`src/rtl/mtxq_pkg.sv`:
```
package mtxq_pkg;
   typedef enum logic [1:0] {
      RSP_GRANT   = 2'd0,
      RSP_QUEUED  = 2'd1,
      RSP_FREED   = 2'd2,
      RSP_HANDOFF = 2'd3
   } rsp_code_e;

   typedef enum logic [3:0] {
      S_IDLE, S_RDHEAD, S_HEAD, S_SETHEAD, S_RDTAIL,
      S_TAIL, S_WRTAIL, S_NEXT, S_RESP
   } seq_state_e;
endpackage

```
`src/rtl/mtxq_word_fmt.sv`:
```
module mtxq_word_fmt #(
   parameter int WORD_W = 24,
   parameter int ADDR_W = 8
) (
   input  logic              enc_busy,
   input  logic [ADDR_W-1:0] enc_ptr,
   output logic [WORD_W-1:0] enc_word,
   input  logic [WORD_W-1:0] dec_word,
   output logic              dec_busy,
   output logic [ADDR_W-1:0] dec_ptr
);
   localparam int PAD_W = WORD_W - ADDR_W - 1;

   generate
      if (PAD_W < 0) begin : g_bad
         $error("mtxq_word_fmt: WORD_W must exceed ADDR_W");
      end else if (PAD_W == 0) begin : g_tight
         assign enc_word = {enc_busy, enc_ptr};
      end else begin : g_padded
         assign enc_word = {enc_busy, {PAD_W{1'b0}}, enc_ptr};
      end
   endgenerate

   assign dec_busy = dec_word[WORD_W-1];
   assign dec_ptr  = dec_word[ADDR_W-1:0];
endmodule

```
`src/rtl/mtxq_req_cap.sv`:
```
module mtxq_req_cap #(
   parameter int ADDR_W = 8
) (
   input  logic              clk,
   input  logic              rst_n,
   input  logic              take,
   input  logic              in_release,
   input  logic [ADDR_W-1:0] in_lock,
   input  logic [ADDR_W-1:0] in_link,
   output logic              q_release,
   output logic [ADDR_W-1:0] q_lock,
   output logic [ADDR_W-1:0] q_link
);
   always_ff @(posedge clk) begin
      if (!rst_n) begin
         q_release <= 1'b0;
         q_lock    <= '0;
         q_link    <= '0;
      end else if (take) begin
         q_release <= in_release;
         q_lock    <= in_lock;
         q_link    <= in_link;
      end
   end
endmodule

```
`src/rtl/mtxq_seq.sv`:
```
module mtxq_seq
   import mtxq_pkg::*;
#(
   parameter int ADDR_W = 8
) (
   input  logic              clk,
   input  logic              rst_n,
   input  logic              start,
   input  logic              op_rel,
   input  logic [ADDR_W-1:0] lock_a,
   input  logic [ADDR_W-1:0] link_a,
   input  logic              rd_busy,
   input  logic [ADDR_W-1:0] rd_ptr,
   output logic              idle,
   output logic              mem_rd,
   output logic              mem_wr,
   output logic [ADDR_W-1:0] mem_addr,
   output logic              wr_busy,
   output logic [ADDR_W-1:0] wr_ptr,
   output logic              rsp_valid,
   input  logic              rsp_ready,
   output logic [1:0]        rsp_code,
   output logic [ADDR_W-1:0] rsp_addr
);
   localparam logic [ADDR_W-1:0] NULL_P = '0;
   localparam logic [ADDR_W-1:0] ONE_P  = ADDR_W'(1);

   seq_state_e st, nxt;

   always_comb begin
      nxt      = st;
      mem_rd   = 1'b0;
      mem_wr   = 1'b0;
      mem_addr = lock_a;
      wr_busy  = 1'b0;
      wr_ptr   = NULL_P;
      unique case (st)
         S_IDLE:   if (start) nxt = S_RDHEAD;
         S_RDHEAD: begin mem_rd = 1'b1; nxt = S_HEAD; end
         S_HEAD: begin
            if (!op_rel) begin
               mem_wr = 1'b1;
               if (!rd_busy) begin
                  wr_busy = 1'b1;
                  nxt     = S_RESP;
               end else begin
                  mem_addr = link_a;
                  nxt      = (rd_ptr == NULL_P) ? S_SETHEAD : S_RDTAIL;
               end
            end else if (rd_ptr == NULL_P) begin
               mem_wr = 1'b1;
               nxt    = S_RESP;
            end else begin
               mem_rd   = 1'b1;
               mem_addr = rd_ptr;
               nxt      = S_NEXT;
            end
         end
         S_SETHEAD: begin
            mem_wr = 1'b1; wr_busy = 1'b1; wr_ptr = link_a; nxt = S_WRTAIL;
         end
         S_RDTAIL: begin
            mem_rd = 1'b1; mem_addr = lock_a + ONE_P; nxt = S_TAIL;
         end
         S_TAIL: begin
            mem_wr = 1'b1; mem_addr = rd_ptr; wr_ptr = link_a; nxt = S_WRTAIL;
         end
         S_WRTAIL: begin
            mem_wr = 1'b1; mem_addr = lock_a + ONE_P; wr_ptr = link_a; nxt = S_RESP;
         end
         S_NEXT: begin
            mem_wr = 1'b1; wr_busy = 1'b1; wr_ptr = rd_ptr; nxt = S_RESP;
         end
         S_RESP:   if (rsp_ready) nxt = S_IDLE;
         default:  nxt = S_IDLE;
      endcase
   end

   always_ff @(posedge clk) begin
      if (!rst_n) begin
         st       <= S_IDLE;
         rsp_code <= RSP_GRANT;
         rsp_addr <= NULL_P;
      end else begin
         st <= nxt;
         if (st == S_HEAD) begin
            if (!op_rel && !rd_busy) begin
               rsp_code <= RSP_GRANT;   rsp_addr <= link_a + ONE_P;
            end else if (!op_rel) begin
               rsp_code <= RSP_QUEUED;  rsp_addr <= NULL_P;
            end else if (rd_ptr == NULL_P) begin
               rsp_code <= RSP_FREED;   rsp_addr <= NULL_P;
            end else begin
               rsp_code <= RSP_HANDOFF; rsp_addr <= rd_ptr + ONE_P;
            end
         end
      end
   end

   assign idle      = (st == S_IDLE);
   assign rsp_valid = (st == S_RESP);

   AST_RW_EXCL: assert property (@(posedge clk) disable iff (!rst_n)
      !(mem_rd && mem_wr));
   AST_RSP_HOLD: assert property (@(posedge clk) disable iff (!rst_n)
      rsp_valid && !rsp_ready |=> rsp_valid && $stable(rsp_code) && $stable(rsp_addr));
   AST_GRANT_SETS_BUSY: assert property (@(posedge clk) disable iff (!rst_n)
      $rose(rsp_valid) && rsp_code == RSP_GRANT |-> $past(mem_wr) && $past(wr_busy)
      && $past(wr_ptr) == NULL_P && $past(mem_addr) == lock_a);
   AST_FREE_CLEARS: assert property (@(posedge clk) disable iff (!rst_n)
      $rose(rsp_valid) && rsp_code == RSP_FREED |-> $past(mem_wr) && !$past(wr_busy)
      && $past(wr_ptr) == NULL_P);
   AST_HANDOFF_KEEPS: assert property (@(posedge clk) disable iff (!rst_n)
      $rose(rsp_valid) && rsp_code == RSP_HANDOFF |-> $past(mem_wr) && $past(wr_busy)
      && $past(mem_addr) == lock_a && rsp_addr != NULL_P);
   AST_QUEUE_TAIL: assert property (@(posedge clk) disable iff (!rst_n)
      $rose(rsp_valid) && rsp_code == RSP_QUEUED |-> $past(mem_wr)
      && $past(mem_addr) == lock_a + ONE_P && $past(wr_ptr) == link_a);
endmodule

```
`src/rtl/mtxq_top.sv`:
```
module mtxq_top #(
   parameter int WORD_W = 24,
   parameter int ADDR_W = 8
) (
   input  logic              clk,
   input  logic              rst_n,
   input  logic              req_valid,
   output logic              req_ready,
   input  logic              req_release,
   input  logic [ADDR_W-1:0] req_lock,
   input  logic [ADDR_W-1:0] req_link,
   output logic              rsp_valid,
   input  logic              rsp_ready,
   output logic [1:0]        rsp_code,
   output logic [ADDR_W-1:0] rsp_addr,
   output logic              mem_rd,
   output logic              mem_wr,
   output logic [ADDR_W-1:0] mem_addr,
   output logic [WORD_W-1:0] mem_wdata,
   input  logic [WORD_W-1:0] mem_rdata
);
   generate
      if (ADDR_W < 2) begin : g_chk_addr
         $error("mtxq_top: ADDR_W must be at least 2");
      end
      if (WORD_W < ADDR_W + 1) begin : g_chk_word
         $error("mtxq_top: WORD_W must hold a pointer and the busy flag");
      end
   endgenerate

   logic              take, q_rel, rd_busy, wr_busy, idle;
   logic [ADDR_W-1:0] q_lock, q_link, rd_ptr, wr_ptr;

   assign req_ready = idle;
   assign take      = req_valid && idle;

   mtxq_req_cap #(.ADDR_W(ADDR_W)) cap_i (
      .clk(clk), .rst_n(rst_n), .take(take),
      .in_release(req_release), .in_lock(req_lock), .in_link(req_link),
      .q_release(q_rel), .q_lock(q_lock), .q_link(q_link)
   );

   mtxq_word_fmt #(.WORD_W(WORD_W), .ADDR_W(ADDR_W)) fmt_i (
      .enc_busy(wr_busy), .enc_ptr(wr_ptr), .enc_word(mem_wdata),
      .dec_word(mem_rdata), .dec_busy(rd_busy), .dec_ptr(rd_ptr)
   );

   mtxq_seq #(.ADDR_W(ADDR_W)) seq_i (
      .clk(clk), .rst_n(rst_n), .start(take), .op_rel(q_rel),
      .lock_a(q_lock), .link_a(q_link), .rd_busy(rd_busy), .rd_ptr(rd_ptr),
      .idle(idle), .mem_rd(mem_rd), .mem_wr(mem_wr), .mem_addr(mem_addr),
      .wr_busy(wr_busy), .wr_ptr(wr_ptr),
      .rsp_valid(rsp_valid), .rsp_ready(rsp_ready),
      .rsp_code(rsp_code), .rsp_addr(rsp_addr)
   );

   AST_ONE_AT_A_TIME: assert property (@(posedge clk) disable iff (!rst_n)
      req_ready |-> !rsp_valid && !mem_rd && !mem_wr);
   AST_ACCEPT_LEAVES_IDLE: assert property (@(posedge clk) disable iff (!rst_n)
      req_valid && req_ready |=> !req_ready);
endmodule

```
`config.mk`:
```
export PLATFORM = sky130hd
export DESIGN_NAME = mtxq_top
export DESIGN_NICKNAME = d
export VERILOG_FILES = /design/src/rtl/mtxq_pkg.sv /design/src/rtl/mtxq_word_fmt.sv /design/src/rtl/mtxq_req_cap.sv /design/src/rtl/mtxq_seq.sv /design/src/rtl/mtxq_top.sv
export SDC_FILE = /design/constraint.sdc
export NUM_CORES = 1
export LEC_CHECK = 0
export CAP_MARGIN = 0
export CORE_ASPECT_RATIO = 1.1
export CORE_MARGIN = 2
export CORE_UTILIZATION = 55
export CTS_BUF_LIST = sky130_fd_sc_hd__clkbuf_2 sky130_fd_sc_hd__clkbuf_4 sky130_fd_sc_hd__clkbuf_8
export DETAILED_ROUTE_END_ITERATION = 16
export DONT_BUFFER_PORTS = 1
export PLACE_DENSITY_LB_ADDON = 0.2
export SETUP_SLACK_MARGIN = 0.3
export SLEW_MARGIN = 10
export SYNTH_ARGS = -nofsm -noshare
export SYNTH_HDL_FRONTEND = slang
export SYNTH_HIERARCHICAL = 1
export SYNTH_SLANG_ARGS = --single-unit
```
`constraint.sdc`:
```
create_clock -name clk -period 4.5 [get_ports clk]
set_clock_uncertainty 0.1 [all_clocks]
set_input_delay 0 -clock clk [delete_from_list [all_inputs] [get_ports clk]]
set_output_delay 0 -clock clk [all_outputs]
set_load 0.05 [all_outputs]
```
==> implementation parameters, run 1 <==
Parameter                              Value

Die
  Horiz. Die Dim    68.7 µm
  IO Pins    91
  Site row count    25
  Die Footprint    roughly 5200 µm²
  Placeable Area    4350 µm²
  Initial Util    58.2%
  Die Span Y    75.1 µm

Final layout
  Number of standard cells in the final layout excluding fillers    369
  Fraction of layout instances using a drive strength above 1    6.35%
  Diodes inserted    0
  Final standard cell utilization of the core    62.1%
  Number of nets at the end of the flow    about 360
  Post-synthesis to final-layout area growth    6.73%

Synthesis
  Yosys cell types    57
  Predominant post-synthesis flop cell    sky130_fd_sc_hd__dfxtp_1
  Sequential fraction of the synthesis area    24.5%
  Synth Instances    approximately 320
  Synth warn    6
  Avg Inst Size Synth    8.01 µm²
  Post-synthesis instance area    2530 µm²
  Area leader, netlist    sky130_fd_sc_hd__dfxtp_1
  Top-count cell post-synth    sky130_fd_sc_hd__buf_4
  Count of state elements after synthesis    31
  Share of the synthesized area in the top cell type    around 25%
  Proportion of register bits with asynchronous set or reset after synthesis    0%
  Most used standard cells in the synthesized netlist    sky130_fd_sc_hd__buf_4 (33), sky130_fd_sc_hd__dfxtp_1 (31), sky130_fd_sc_hd__o21ai_0 (19), sky130_fd_sc_hd__mux2i_1 (18), sky130_fd_sc_hd__nor2b_1 (18)
  Synth area leaders    sky130_fd_sc_hd__dfxtp_1 (25%), sky130_fd_sc_hd__buf_4 (9.8%), sky130_fd_sc_hd__mux2i_1 (7.1%)
  Number of synthesized flops with an enable pin    0

Power and ir drop
  Total design power    ~1.3 mW
  Fraction of power spent switching nets    51.0%
  Switching pwr    between 0.6 and 0.7 mW
  Pleak    roughly 1.0 nW
  Total internal power    0.655 mW
  Sequential power share    37.9%
  VDD IR-drop max    around 0.34 mV
  Power share of the combinational group    around 45%
  Power density normalized to cell area    495 nW/µm²
  Power share of the clock group    between 15 and 20%

Route
  1st-iter DRT viols    195
  DR vias    2287
  Average wire length per cell after detail routing    17.2 µm
  Vias per cell    slightly above 6
  DRT antenna net count    0
  Iteration count of the initial detailed-routing pass    5
  Total wirelength of the detailed-routed design    6330 µm
  Residual DRC    0

Critical path
  Launch point of the worst reg-to-reg path    seq_i/st[3]
  Worst-path fanout max    19
  Endpoint kind of the worst setup timing path    output pin
  Type of the setup path with the least slack    flop to output pin
  Required time of the critical path    4.40 ns
  Endpoint of the worst-slack reg-to-reg timing path    cap_i/q_link[1]
  Cell depth of the worst flop-to-flop path    5
  Data arrival at the endpoint of the critical path    approximately 2.9 ns
  R2r setup slk    1.86 ns
  Setup crit start kind    flop

GRT
  Initial antenna violation count    0
  Via count of the first global-routing pass    around 2000
  GRT Total Usage    25.5%
  Congestion Overflow GR    0
  Maximum number of pins on one net before global-route repair    29
  Global-route wire length before repair    9870 µm

Timing
  Slew @ Worst Pin    1.21 ns
  Unrepaired setup endpoints after global routing    no
  Highest achievable clock rate    around 340 MHz
  Time the final worst path needs with I/O delays and setup    roughly 3.0 ns
  Max-slew headroom at the worst pin    18.6%
  Final worst path period share    65.7%
  Setup violators final    0
  Slew Viols, Final    0
  Final number of hold-violating endpoints    0
  Sum Neg Setup Slack    0 ns
  Final worst slack    roughly 1.5 ns

CTS
  Clock tree from TritonCTS    yes
  Number of buffers on the longest clock path    2
  Resized Gates After CTS    0
  CTS Buf Count    5
  Count of clock tree sinks    31
  Clock root buffer    sky130_fd_sc_hd__clkbuf_8
  Number of H-tree levels    2
  Clock-pin transition on the worst setup and hold timing paths    0.07 ns
  Clock latency reported for the late side of the worst-skew pair    0.28 ns

Place
  Cell count after placement    333
  Number of port buffers    0
  Routability congestion estimate from global placement    0.861
  Detail Placement HPWL    4320 µm
  Dpl ws    1.89 ns

Min path
  Worst hold start    mem_rdata[0]
  Worst min-delay path class    input port to flop
  Worst Hold Path EP    seq_i/rsp_addr[7]
  Hold path depth    4

Outcome
  Run status    finished clean

Run
  Max-cap viol count    0
==> timing repair <==
action                                 in CTS  in global routing
hold buffers                               29                  0
setup buffers                               0                  0
endpoints found under the hold margin      31                  0
==> power groups by stage <==
stage | logic [mW] | registers (mW) | clock network, mW
2_1_floorplan | 0.611 | 0.445 | 0
3_3_place_gp | 0.573 | 0.510 | 0
3_5_place_dp | 0.577 | 0.511 | 0
4_1_cts | 0.602 | 0.505 | 0.230
5_1_grt | 0.653 | 0.517 | 0.243
6_report | 0.606 | 0.507 | 0.224
==> metrics by stage <==
step / area (µm²) / hold slack [ns]
6_report: 2700 / 0.0177
5_1_grt: 2700 / 0.0553
4_1_cts: 2700 / 0.00493
3_5_place_dp: 2320 / 0.0263
3_3_place_gp: 2320 / 0.0222
2_1_floorplan: 2580 / 0.0282
==> registers in the layout, summed over array words and instances (netlist names) <==
signal           count
seq_i/rsp_code       2
cap_i/q_release      1
cap_i/q_link         8
seq_i/st             4
seq_i/rsp_addr       8
cap_i/q_lock         8
==> cell families after synthesis <==
| group | count (synthesis) | synth area share (%) |
|---|---|---|
| AOI/OAI and AO/OA | 80 | 22.9 |
| xor gates and xnor gates | 6 | 2.08 |
| adders and majority gates | 4 | 1.98 |
| buffers and inverters | 62 | 15.7 |
| DFF | 31 | 24.5 |
| muxes | 18 | 7.12 |
| other | 1 | 0.148 |
| and+or+nand+nor | 114 | 25.5 |
==> layer usage <==
metal  up-vias  wire length [µm]  share of wire, %  global-route usage [%]
met2       122              3010                48                    41.7
li1       1097                 -                 -                       -
met1      1057              2650                42                    32.8
met3        11               566               8.9                    7.03
met5         -                 0                 0                       0
met4         0               106               1.7                    6.89
==> placed cells by master (no fill, tap or decap), types with 2 or more instances in the layout <==
cell type                        n
sky130_fd_sc_hd__dlygate4sd3_1  29
sky130_fd_sc_hd__or3_1           4
sky130_fd_sc_hd__ha_1            4
sky130_fd_sc_hd__a22o_1          2
sky130_fd_sc_hd__mux2i_1        18
sky130_fd_sc_hd__clkbuf_8        6
sky130_fd_sc_hd__nand4_1         3
sky130_fd_sc_hd__and3_1          2
sky130_fd_sc_hd__a221o_1         5
sky130_fd_sc_hd__o21a_1          8
sky130_fd_sc_hd__a31oi_1         6
sky130_fd_sc_hd__a21oi_1        10
sky130_fd_sc_hd__xnor2_1         4
sky130_fd_sc_hd__inv_1           8
sky130_fd_sc_hd__buf_4           3
sky130_fd_sc_hd__xor2_1          2
sky130_fd_sc_hd__nor4_1          4
sky130_fd_sc_hd__nand2b_1        6
sky130_fd_sc_hd__dfxtp_1        31
sky130_fd_sc_hd__and2_1          3
sky130_fd_sc_hd__conb_1         15
sky130_fd_sc_hd__a21o_1          4
sky130_fd_sc_hd__a21boi_0        2
sky130_fd_sc_hd__a22oi_1         9
sky130_fd_sc_hd__a211o_1         2
sky130_fd_sc_hd__o21ai_0        19
sky130_fd_sc_hd__nor2_1         17
sky130_fd_sc_hd__nor2b_1        18
sky130_fd_sc_hd__nor3_1         12
sky130_fd_sc_hd__nand2_1        17
sky130_fd_sc_hd__a221oi_1        2
sky130_fd_sc_hd__nand3_1        15
==> how the worst max path moves through the flow <==
stage	from	end	depth (start not counted)
after CTS	seq_i/st[2]	mem_wdata[7]	4
after global routing	seq_i/st[2]	mem_wdata[7]	4
after floorplan	seq_i/st[3]	cap_i/q_link[3]	8
final	seq_i/st[2]	mem_wdata[7]	4
after detailed placement	seq_i/st[2]	mem_wdata[7]	4
after global placement	seq_i/st[2]	mem_wdata[7]	4
==> cell type report <==
| cell class | instances | area, µm² |
|---|---|---|
| Clock buffer | 6 | 82.6 |
| Clock inverter | 1 | 5.00 |
| Fill cell | 399 | 1650 |
| Inverter | 8 | 30.0 |
| Multi-Input combinational cell | 237 | 1580 |
| Sequential cell | 31 | 621 |
| Tap cell | 54 | 67.6 |
| Timing Repair Buffer | 32 | 313 |
==> worst max-delay path, stage by stage, from the launching register on <==
cell,delay [ns]
sky130_fd_sc_hd__dfxtp_1,0.74
sky130_fd_sc_hd__nand2b_1,0.22
sky130_fd_sc_hd__a31oi_1,0.66
sky130_fd_sc_hd__a22oi_1,0.22
sky130_fd_sc_hd__nor2_1,0.72
Note: power is estimated with default switching activity, not from simulation.
==> inputs of run 2 (changes only) <==
ABC_AREA = 1   (was default)
clock period = 3 ns   (was 4.5 ns; I/O delays follow)
==> run 2 against run 1 <==
  * Non-clock buffer count is 7 higher
  * Sequential power is 59% higher
  * Clock-buffer cell count did not move
  * Global-route usage decreased by 0.084 points
  * Combinational power is 110% higher
==> implementation parameters, run 2 <==
Parameter                              Value

Synthesis
  Share of synthesized area spent on multiplexers    0% (-7.1 points)
  Count of state elements after synthesis    31 (unchanged)
  Number of synthesized flops with an enable pin    0 (unchanged)
  Area leader, netlist    sky130_fd_sc_hd__dfxtp_1
  Avg Inst Size Synth    5.93 µm² (-26%)
  Synth warn    6 (unchanged)
  Top-count cell post-synth    sky130_fd_sc_hd__nand2_1
  Synth Instances    436 (+38%)
  Post-synthesis instance area    2590 µm² (+2.3%)
  Proportion of register bits with asynchronous set or reset after synthesis    0% (unchanged)
  Complex-gate fraction of the synthesized area    9.57% (-13 points)
  Share of the synthesized area in the top cell type    24.0% (-0.55 points)
  Combinational family with the most area after synthesis    simple AND/OR/NAND/NOR gates
  Predominant post-synthesis flop cell    sky130_fd_sc_hd__dfxtp_1
  Sequential fraction of the synthesis area    24.0% (-0.55 points)
  Fraction of the mapped netlist area in simple logic gates    41.2% (+16 points)
  Post-synthesis adder-cell area fraction    1.93% (-0.044 points)
  Most used standard cells in the synthesized netlist    sky130_fd_sc_hd__nand2_1 (117), sky130_fd_sc_hd__nor2_1 (68), sky130_fd_sc_hd__inv_1 (60), sky130_fd_sc_hd__nand3_1 (37), sky130_fd_sc_hd__buf_4 (36)
  Yosys cell types    30 (-47%)
  Synth area leaders    sky130_fd_sc_hd__dfxtp_1 (24%), sky130_fd_sc_hd__nand2_1 (17%), sky130_fd_sc_hd__buf_4 (10%)
  Xor/xnor share of the synthesized area    0% (-2.1 points)

GRT
  GRT Total Usage    25.4% (-0.084 points)
  Via count of the first global-routing pass    2404 (+21%)
  Maximum number of pins on one net before global-route repair    36 (+24%)
  Global-route wire length before repair    11000 µm (+11%)
  Initial antenna violation count    0 (unchanged)
  Congestion Overflow GR    0 (unchanged)

Route
  Iteration count of the initial detailed-routing pass    4 (-1)
  Average wire length per cell after detail routing    12.7 µm (-26%)
  DRT antenna net count    0 (unchanged)
  1st-iter DRT viols    177 (-9.2%)
  Total wirelength of the detailed-routed design    6470 µm (+2.2%)
  Residual DRC    0 (unchanged)
  Vias per cell    5.12 (-17%)
  DR vias    2614 (+14%)

Timing
  Slew Viols, Final    0 (unchanged)
  Max-slew headroom at the worst pin    46.6% (+28 points)
  Slew @ Worst Pin    0.798 ns (-0.416 ns)
  Setup violators final    0 (unchanged)
  Highest achievable clock rate    426 MHz
  Sum Neg Setup Slack    0 ns (unchanged)
  Final number of hold-violating endpoints    0 (unchanged)
  Unrepaired setup endpoints after global routing    no
  Time the final worst path needs with I/O delays and setup    ~2.3 ns
  Final worst path period share    78.2%
  Final worst slack    0.653 ns (-0.891 ns)

CTS
  Clock latency reported for the late side of the worst-skew pair    0.29 ns (about the same)
  CTS Buf Count    5 (unchanged)
  Clock tree from TritonCTS    yes
  Clock-pin transition on the worst setup and hold timing paths    0.07 ns (about the same)
  Clock root buffer    sky130_fd_sc_hd__clkbuf_8
  Post-CTS Setup Inserts    0 (unchanged)
  Number of H-tree levels    2 (unchanged)
  Number of buffers on the longest clock path    2 (unchanged)
  Count of clock tree sinks    31 (unchanged)

Critical path
  Setup crit start kind    flop
  Master of the slowest instance on the critical path    sky130_fd_sc_hd__nand3_1
  Type of the setup path with the least slack    flop to output pin
  Worst-path fanout max    17 (-2)
  Worst-path cell chain    nor2_2, nand2_2, inv_2, nand3_2, nand2_2, nand2_1, nand3_1
  R2r setup slk    0.71 ns (-1.15 ns)
  Category of cells accounting for the largest share of critical-path delay    simple AND/OR/NAND/NOR gates
  Path length in cells of the critical path    7 (+3)
  Required time of the critical path    2.90 ns (-1.50 ns)
  Bufs and invs on worst path    1 (+1)
  Endpoint of the worst-slack reg-to-reg timing path    seq_i/st[3]
  Data arrival at the endpoint of the critical path    2.25 ns (-0.61 ns)
  Longest individual stage delay on the worst path    0.40 ns (-0.34 ns)
  Endpoint kind of the worst setup timing path    output pin
  Cell depth of the worst flop-to-flop path    8 (+3)
  Launch point of the worst reg-to-reg path    seq_i/st[3]
  Crit path top cell by count    sky130_fd_sc_hd__nand2_2

Place
  Routability congestion estimate from global placement    0.920 (+6.9%)
  Detail Placement HPWL    4640 µm (+7.4%)
  Number of port buffers    0 (unchanged)
  Dpl ws    0.926 ns (-0.966 ns)
  Cell count after placement    475 (+43%)

Outcome
  Run status    finished clean

Final layout
  Number of standard cells in the final layout excluding fillers    511 (+38%)
  Number of nets at the end of the flow    503 (+38%)
  Post-synthesis to final-layout area growth    9.96%
  Fraction of layout instances using a drive strength above 1    9.67% (+3.3 points)
  Final standard cell utilization of the core    62.0% (-0.071 points)
  Fill cell instance count of the final layout    461 (+16%)
  Most used cells in the layout excluding fill and tap cells    sky130_fd_sc_hd__nand2_1 (117), sky130_fd_sc_hd__nor2_1 (68), sky130_fd_sc_hd__inv_1 (60), sky130_fd_sc_hd__nand3_1 (37), sky130_fd_sc_hd__dfxtp_1 (31)
  Diodes inserted    0 (unchanged)
  Most frequent standard cell in the layout excluding fill and tap cells    sky130_fd_sc_hd__nand2_1
  Top Registers    cap_i/q_link x8, cap_i/q_lock x8, seq_i/rsp_addr x8

Die
  Die Footprint    5270 µm² (+2.1%)
  Horiz. Die Dim    69.4 µm (+1.1%)
  Initial Util    56.4% (-1.8 points)
  Site row count    26 (+4.0%)
  Placeable Area    4590 µm² (+5.5%)
  IO Pins    91 (unchanged)
  Die Span Y    75.9 µm (+1.1%)

Power and ir drop
  Power density normalized to cell area    883 nW/µm² (+78%)
  Total design power    2.51 mW (+88%)
  VDD IR-drop max    0.438 mV (+28%)
  Pleak    1.45 nW (+43%)

Run
  Max-cap viol count    0 (unchanged)

Min path
  Worst Hold Path EP    seq_i/rsp_addr[7]
  Hold path depth    6 (+2)
  Worst min-delay path class    input port to flop
  Worst hold start    mem_rdata[5]
## run 2: worst max-delay path by stage
stage | from | to
6_report | seq_i/st[3] | mem_addr[0]
5_1_grt | seq_i/st[3] | mem_addr[0]
4_1_cts | seq_i/st[3] | mem_addr[0]
3_5_place_dp | seq_i/st[0] | seq_i/st[0]
3_3_place_gp | seq_i/st[0] | seq_i/st[0]
2_1_floorplan | seq_i/st[0] | seq_i/st[0]
## run 2: cells by family (layout without fill, tap and decap cells)
family / after synthesis / after routing
AND/OR/NAND/NOR: 247 / 247
buffers and inverters: 110 / 115
AO/OA/AOI/OAI: 43 / 43
flip-flops: 31 / 31
adder cells (fa/ha/maj): 4 / 4
other: 1 / 15
## run 2: worst reg2reg max path: stages, from the launching register on
cell and delay, ns:
sky130_fd_sc_hd__dfxtp_1 0.39, sky130_fd_sc_hd__nor2_2 0.20, sky130_fd_sc_hd__nand2_2 0.24, sky130_fd_sc_hd__inv_2 0.35, sky130_fd_sc_hd__nand3_2 0.19, sky130_fd_sc_hd__nand3_1 0.10
sky130_fd_sc_hd__nand2_1 0.05, sky130_fd_sc_hd__dlygate4sd3_1 0.59, sky130_fd_sc_hd__inv_1 0.05
## run 2: area by class of cell
type | instances | area, µm² | share of cell area [%]
Multi-Input combinational cell | 309 | 1420 | 49.9
Sequential cell | 31 | 621 | 21.8
Timing Repair Buffer | 39 | 363 | 12.8
Inverter | 68 | 255 | 8.97
Clock buffer | 6 | 82.6 | 2.90
Tap cell | 56 | 70.1 | 2.46
Clock inverter | 2 | 35.0 | 1.23
## run 2: report_power, final
| part | internal, mW | switching [mW] | total, mW | leakage, nW |
|---|---|---|---|---|
| clock | 0.269 | 0.165 | 0.434 | 0.0612 |
| combinational | 0.329 | 0.946 | 1.28 | 1.14 |
| sequential | 0.536 | 0.268 | 0.805 | 0.255 |
## run 2: repair_timing
action,in CTS,in global routing
gates resized for setup,0,0
hold buffers,28,0
endpoints found under the hold margin,31,0
## run 2: per-stage QoR
step | cell area, µm² | hold WS (ns)
detailed placement | 2450 | 0.00884
CTS | 2850 | 0.000192
floorplan | 2640 | -0.00237
global route | 2850 | 0.0485
global placement | 2450 | 0.0000950
finish | 2850 | 0.00385
## run 2: layer usage
metal	GRT usage [%]	up-vias	wire length, µm
met4	10.2	0	169
met1	31.7	1143	2860
met5	0	-	0
met2	41.4	111	2980
met3	6.65	16	466
li1	-	1344	-
==> inputs of run 3 (changes only) <==
clock period = 2.1 ns   (was 3 ns; I/O delays follow)
==> run 3 against run 2 <==
  * Global-route usage is 0.17 points higher
  * Total power increased by 54%
  * Hold slack better by 0.016 ns
  * Critical path type unchanged
  * Sequential share of layout area shrank 1.4 points
==> implementation parameters, run 3 (same netlist as run 2, synthesis figures left out) <==
Parameter                              Value

Power and ir drop
  Total design power    3.86 mW (+54%)
  Power density normalized to cell area    1250 nW/µm² (+41%)
  Pleak    1.57 nW (+8.1%)
  VDD IR-drop max    0.710 mV (+62%)

Critical path
  Worst-path fanout max    8 (-9)
  Data arrival at the endpoint of the critical path    1.72 ns (-0.53 ns)
  Category of cells accounting for the largest share of critical-path delay    buffers and inverters
  Setup crit start kind    flop
  Launch point of the worst reg-to-reg path    seq_i/st[1]
  Endpoint kind of the worst setup timing path    output pin
  Worst-path cell chain    inv_1, nor2_4, nand2_2, o21ai_2, inv_2, o22ai_1, buf_4
  Bufs and invs on worst path    3 (+2)
  Longest individual stage delay on the worst path    0.37 ns (-0.03 ns)
  Master of the slowest instance on the critical path    sky130_fd_sc_hd__dfxtp_4
  Worst Setup SP    seq_i/st[2]
  Required time of the critical path    2.00 ns (-0.90 ns)
  Type of the setup path with the least slack    flop to output pin

Die
  Site row count    26 (unchanged)
  Die Span Y    75.9 µm (unchanged)
  Die Footprint    5270 µm² (unchanged)
  Horiz. Die Dim    69.4 µm (unchanged)
  IO Pins    91 (unchanged)
  Placeable Area    4590 µm² (unchanged)
  Initial Util    56.4% (unchanged)

CTS
  Clock root buffer    sky130_fd_sc_hd__clkbuf_8
  CTS Buf Count    5 (unchanged)
  Number of H-tree levels    2 (unchanged)
  Number of buffers on the longest clock path    2 (unchanged)
  Clock-pin transition on the worst setup and hold timing paths    0.07 ns (about the same)
  Clock tree from TritonCTS    yes
  Count of clock tree sinks    31 (unchanged)
  Clock latency reported for the late side of the worst-skew pair    0.29 ns (about the same)

Timing
  Highest achievable clock rate    548 MHz
  Final number of hold-violating endpoints    0 (unchanged)
  Sum Neg Setup Slack    0 ns (unchanged)
  Worst hold margin    0.0200 ns (+0.0161 ns)
  Unrepaired setup endpoints after global routing    yes
  Slew @ Worst Pin    0.825 ns (+0.0262 ns)
  Time the final worst path needs with I/O delays and setup    roughly 1.8 ns
  Slew Viols, Final    0 (unchanged)
  Setup violators final    0 (unchanged)
  Max-slew headroom at the worst pin    45.0% (-1.6 points)
  Final worst path period share    86.9%

GRT
  Global-route wire length before repair    11000 µm (+0.82%)
  Via count of the first global-routing pass    2381 (-0.96%)
  GRT Total Usage    25.6% (+0.17 points)
  Maximum number of pins on one net before global-route repair    35 (-2.8%)
  Initial antenna violation count    0 (unchanged)
  Congestion Overflow GR    0 (unchanged)

Final layout
  Most used cells in the layout excluding fill and tap cells    sky130_fd_sc_hd__nand2_1 (113), sky130_fd_sc_hd__nor2_1 (65), sky130_fd_sc_hd__inv_1 (56), sky130_fd_sc_hd__nand3_1 (33), sky130_fd_sc_hd__dlygate4sd3_1 (26)
  Diodes inserted    0 (unchanged)
  Fraction of layout instances using a drive strength above 1    18.4% (+8.7 points)
  Most frequent standard cell in the layout excluding fill and tap cells    sky130_fd_sc_hd__nand2_1
  Post-synthesis to final-layout area growth    19.6%
  Number of nets at the end of the flow    521 (+3.6%)
  Final standard cell utilization of the core    67.5% (+5.5 points)
  Top Registers    cap_i/q_link x8, cap_i/q_lock x8, seq_i/rsp_addr x8

Min path
  Worst min-delay path class    input port to flop
  Worst hold start    mem_rdata[3]

Place
  Number of port buffers    0 (unchanged)
  Routability congestion estimate from global placement    0.901 (-2.1%)
  Detail Placement HPWL    4650 µm (+0.34%)

Route
  DR vias    2706 (+3.5%)
  Residual DRC    0 (unchanged)
  DRT antenna net count    0 (unchanged)
  Vias per cell    5.12 (about the same)
  Average wire length per cell after detail routing    12.8 µm (+0.85%)
  Iteration count of the initial detailed-routing pass    7 (+3)
  1st-iter DRT viols    220 (+24%)
  Total wirelength of the detailed-routed design    6760 µm (+4.4%)

Run
  Max-cap viol count    0 (unchanged)

Outcome
  Run status    finished clean
==> run 3: what timing repair did <==
item	in CTS	in global routing
setup endpoints to repair	17	43
pin swaps	4	2
hold endpoints to repair	31	0
gates resized for setup	24	21
gates cloned	0	0
hold buffers	27	0
setup buffers	3	2
==> run 3: worst paths after layout <==
check / end / slack (ns) / cells past startpoint
worst max register to register: cap_i/q_link[7] / 0.39 / 10
worst max-delay path: mem_wdata[1] / 0.28 / 7
worst min-delay path: seq_i/rsp_addr[3] / 0.02 / 6
worst min register to register: cap_i/q_link[3] / 0.41 / 2
==> run 3: cell type report <==
type | count | area, µm²
multi-input cells | 309 | 1510
fillers | 444 | 1490
flip-flops and latches | 31 | 633
repair buffers | 57 | 532
inverters | 68 | 263
well taps | 56 | 70.1
clock buffers | 5 | 68.8
clock inverters | 3 | 20.0
==> run 3: metrics by stage <==
| step | std cells | area, µm² | setup slack (ns) |
|---|---|---|---|
| final | 529 | 3100 | 0.276 |
| after global routing | 529 | 3100 | 0.163 |
| after CTS | 527 | 3010 | 0.300 |
| after detailed placement | 489 | 2550 | 0.317 |
| after global placement | 489 | 2550 | 0.345 |
| after floorplan | 450 | 2640 | 0.393 |
==> run 3: layer usage <==
| metal | wire, µm | share of wire (%) | GRT usage [%] | vias to the layer above |
|---|---|---|---|---|
| met1 | 2870 | 42 | 32.0 | 1173 |
| met4 | 141 | 2.1 | 7.84 | 0 |
| met2 | 3210 | 47 | 43.8 | 135 |
| li1 | - | - | - | 1376 |
| met3 | 541 | 8.0 | 5.32 | 22 |
| met5 | 0 | 0 | 0 | - |
==> run 3: worst reg2reg max path: cells and delay by family, from the launching register on <==
kind                   cells  cell delay (ns)
buffers and inverters      4             0.55
flip-flops                 1             0.33
AND/OR/NAND/NOR            6             0.65
==> run 3: report_power, final <==
| part | switching (mW) | internal (mW) | total, mW | leakage, nW |
|---|---|---|---|---|
| combinational | 1.54 | 0.756 | 2.29 | 1.27 |
| clock | 0.244 | 0.230 | 0.474 | 0.0402 |
| sequential | 0.321 | 0.776 | 1.10 | 0.258 |
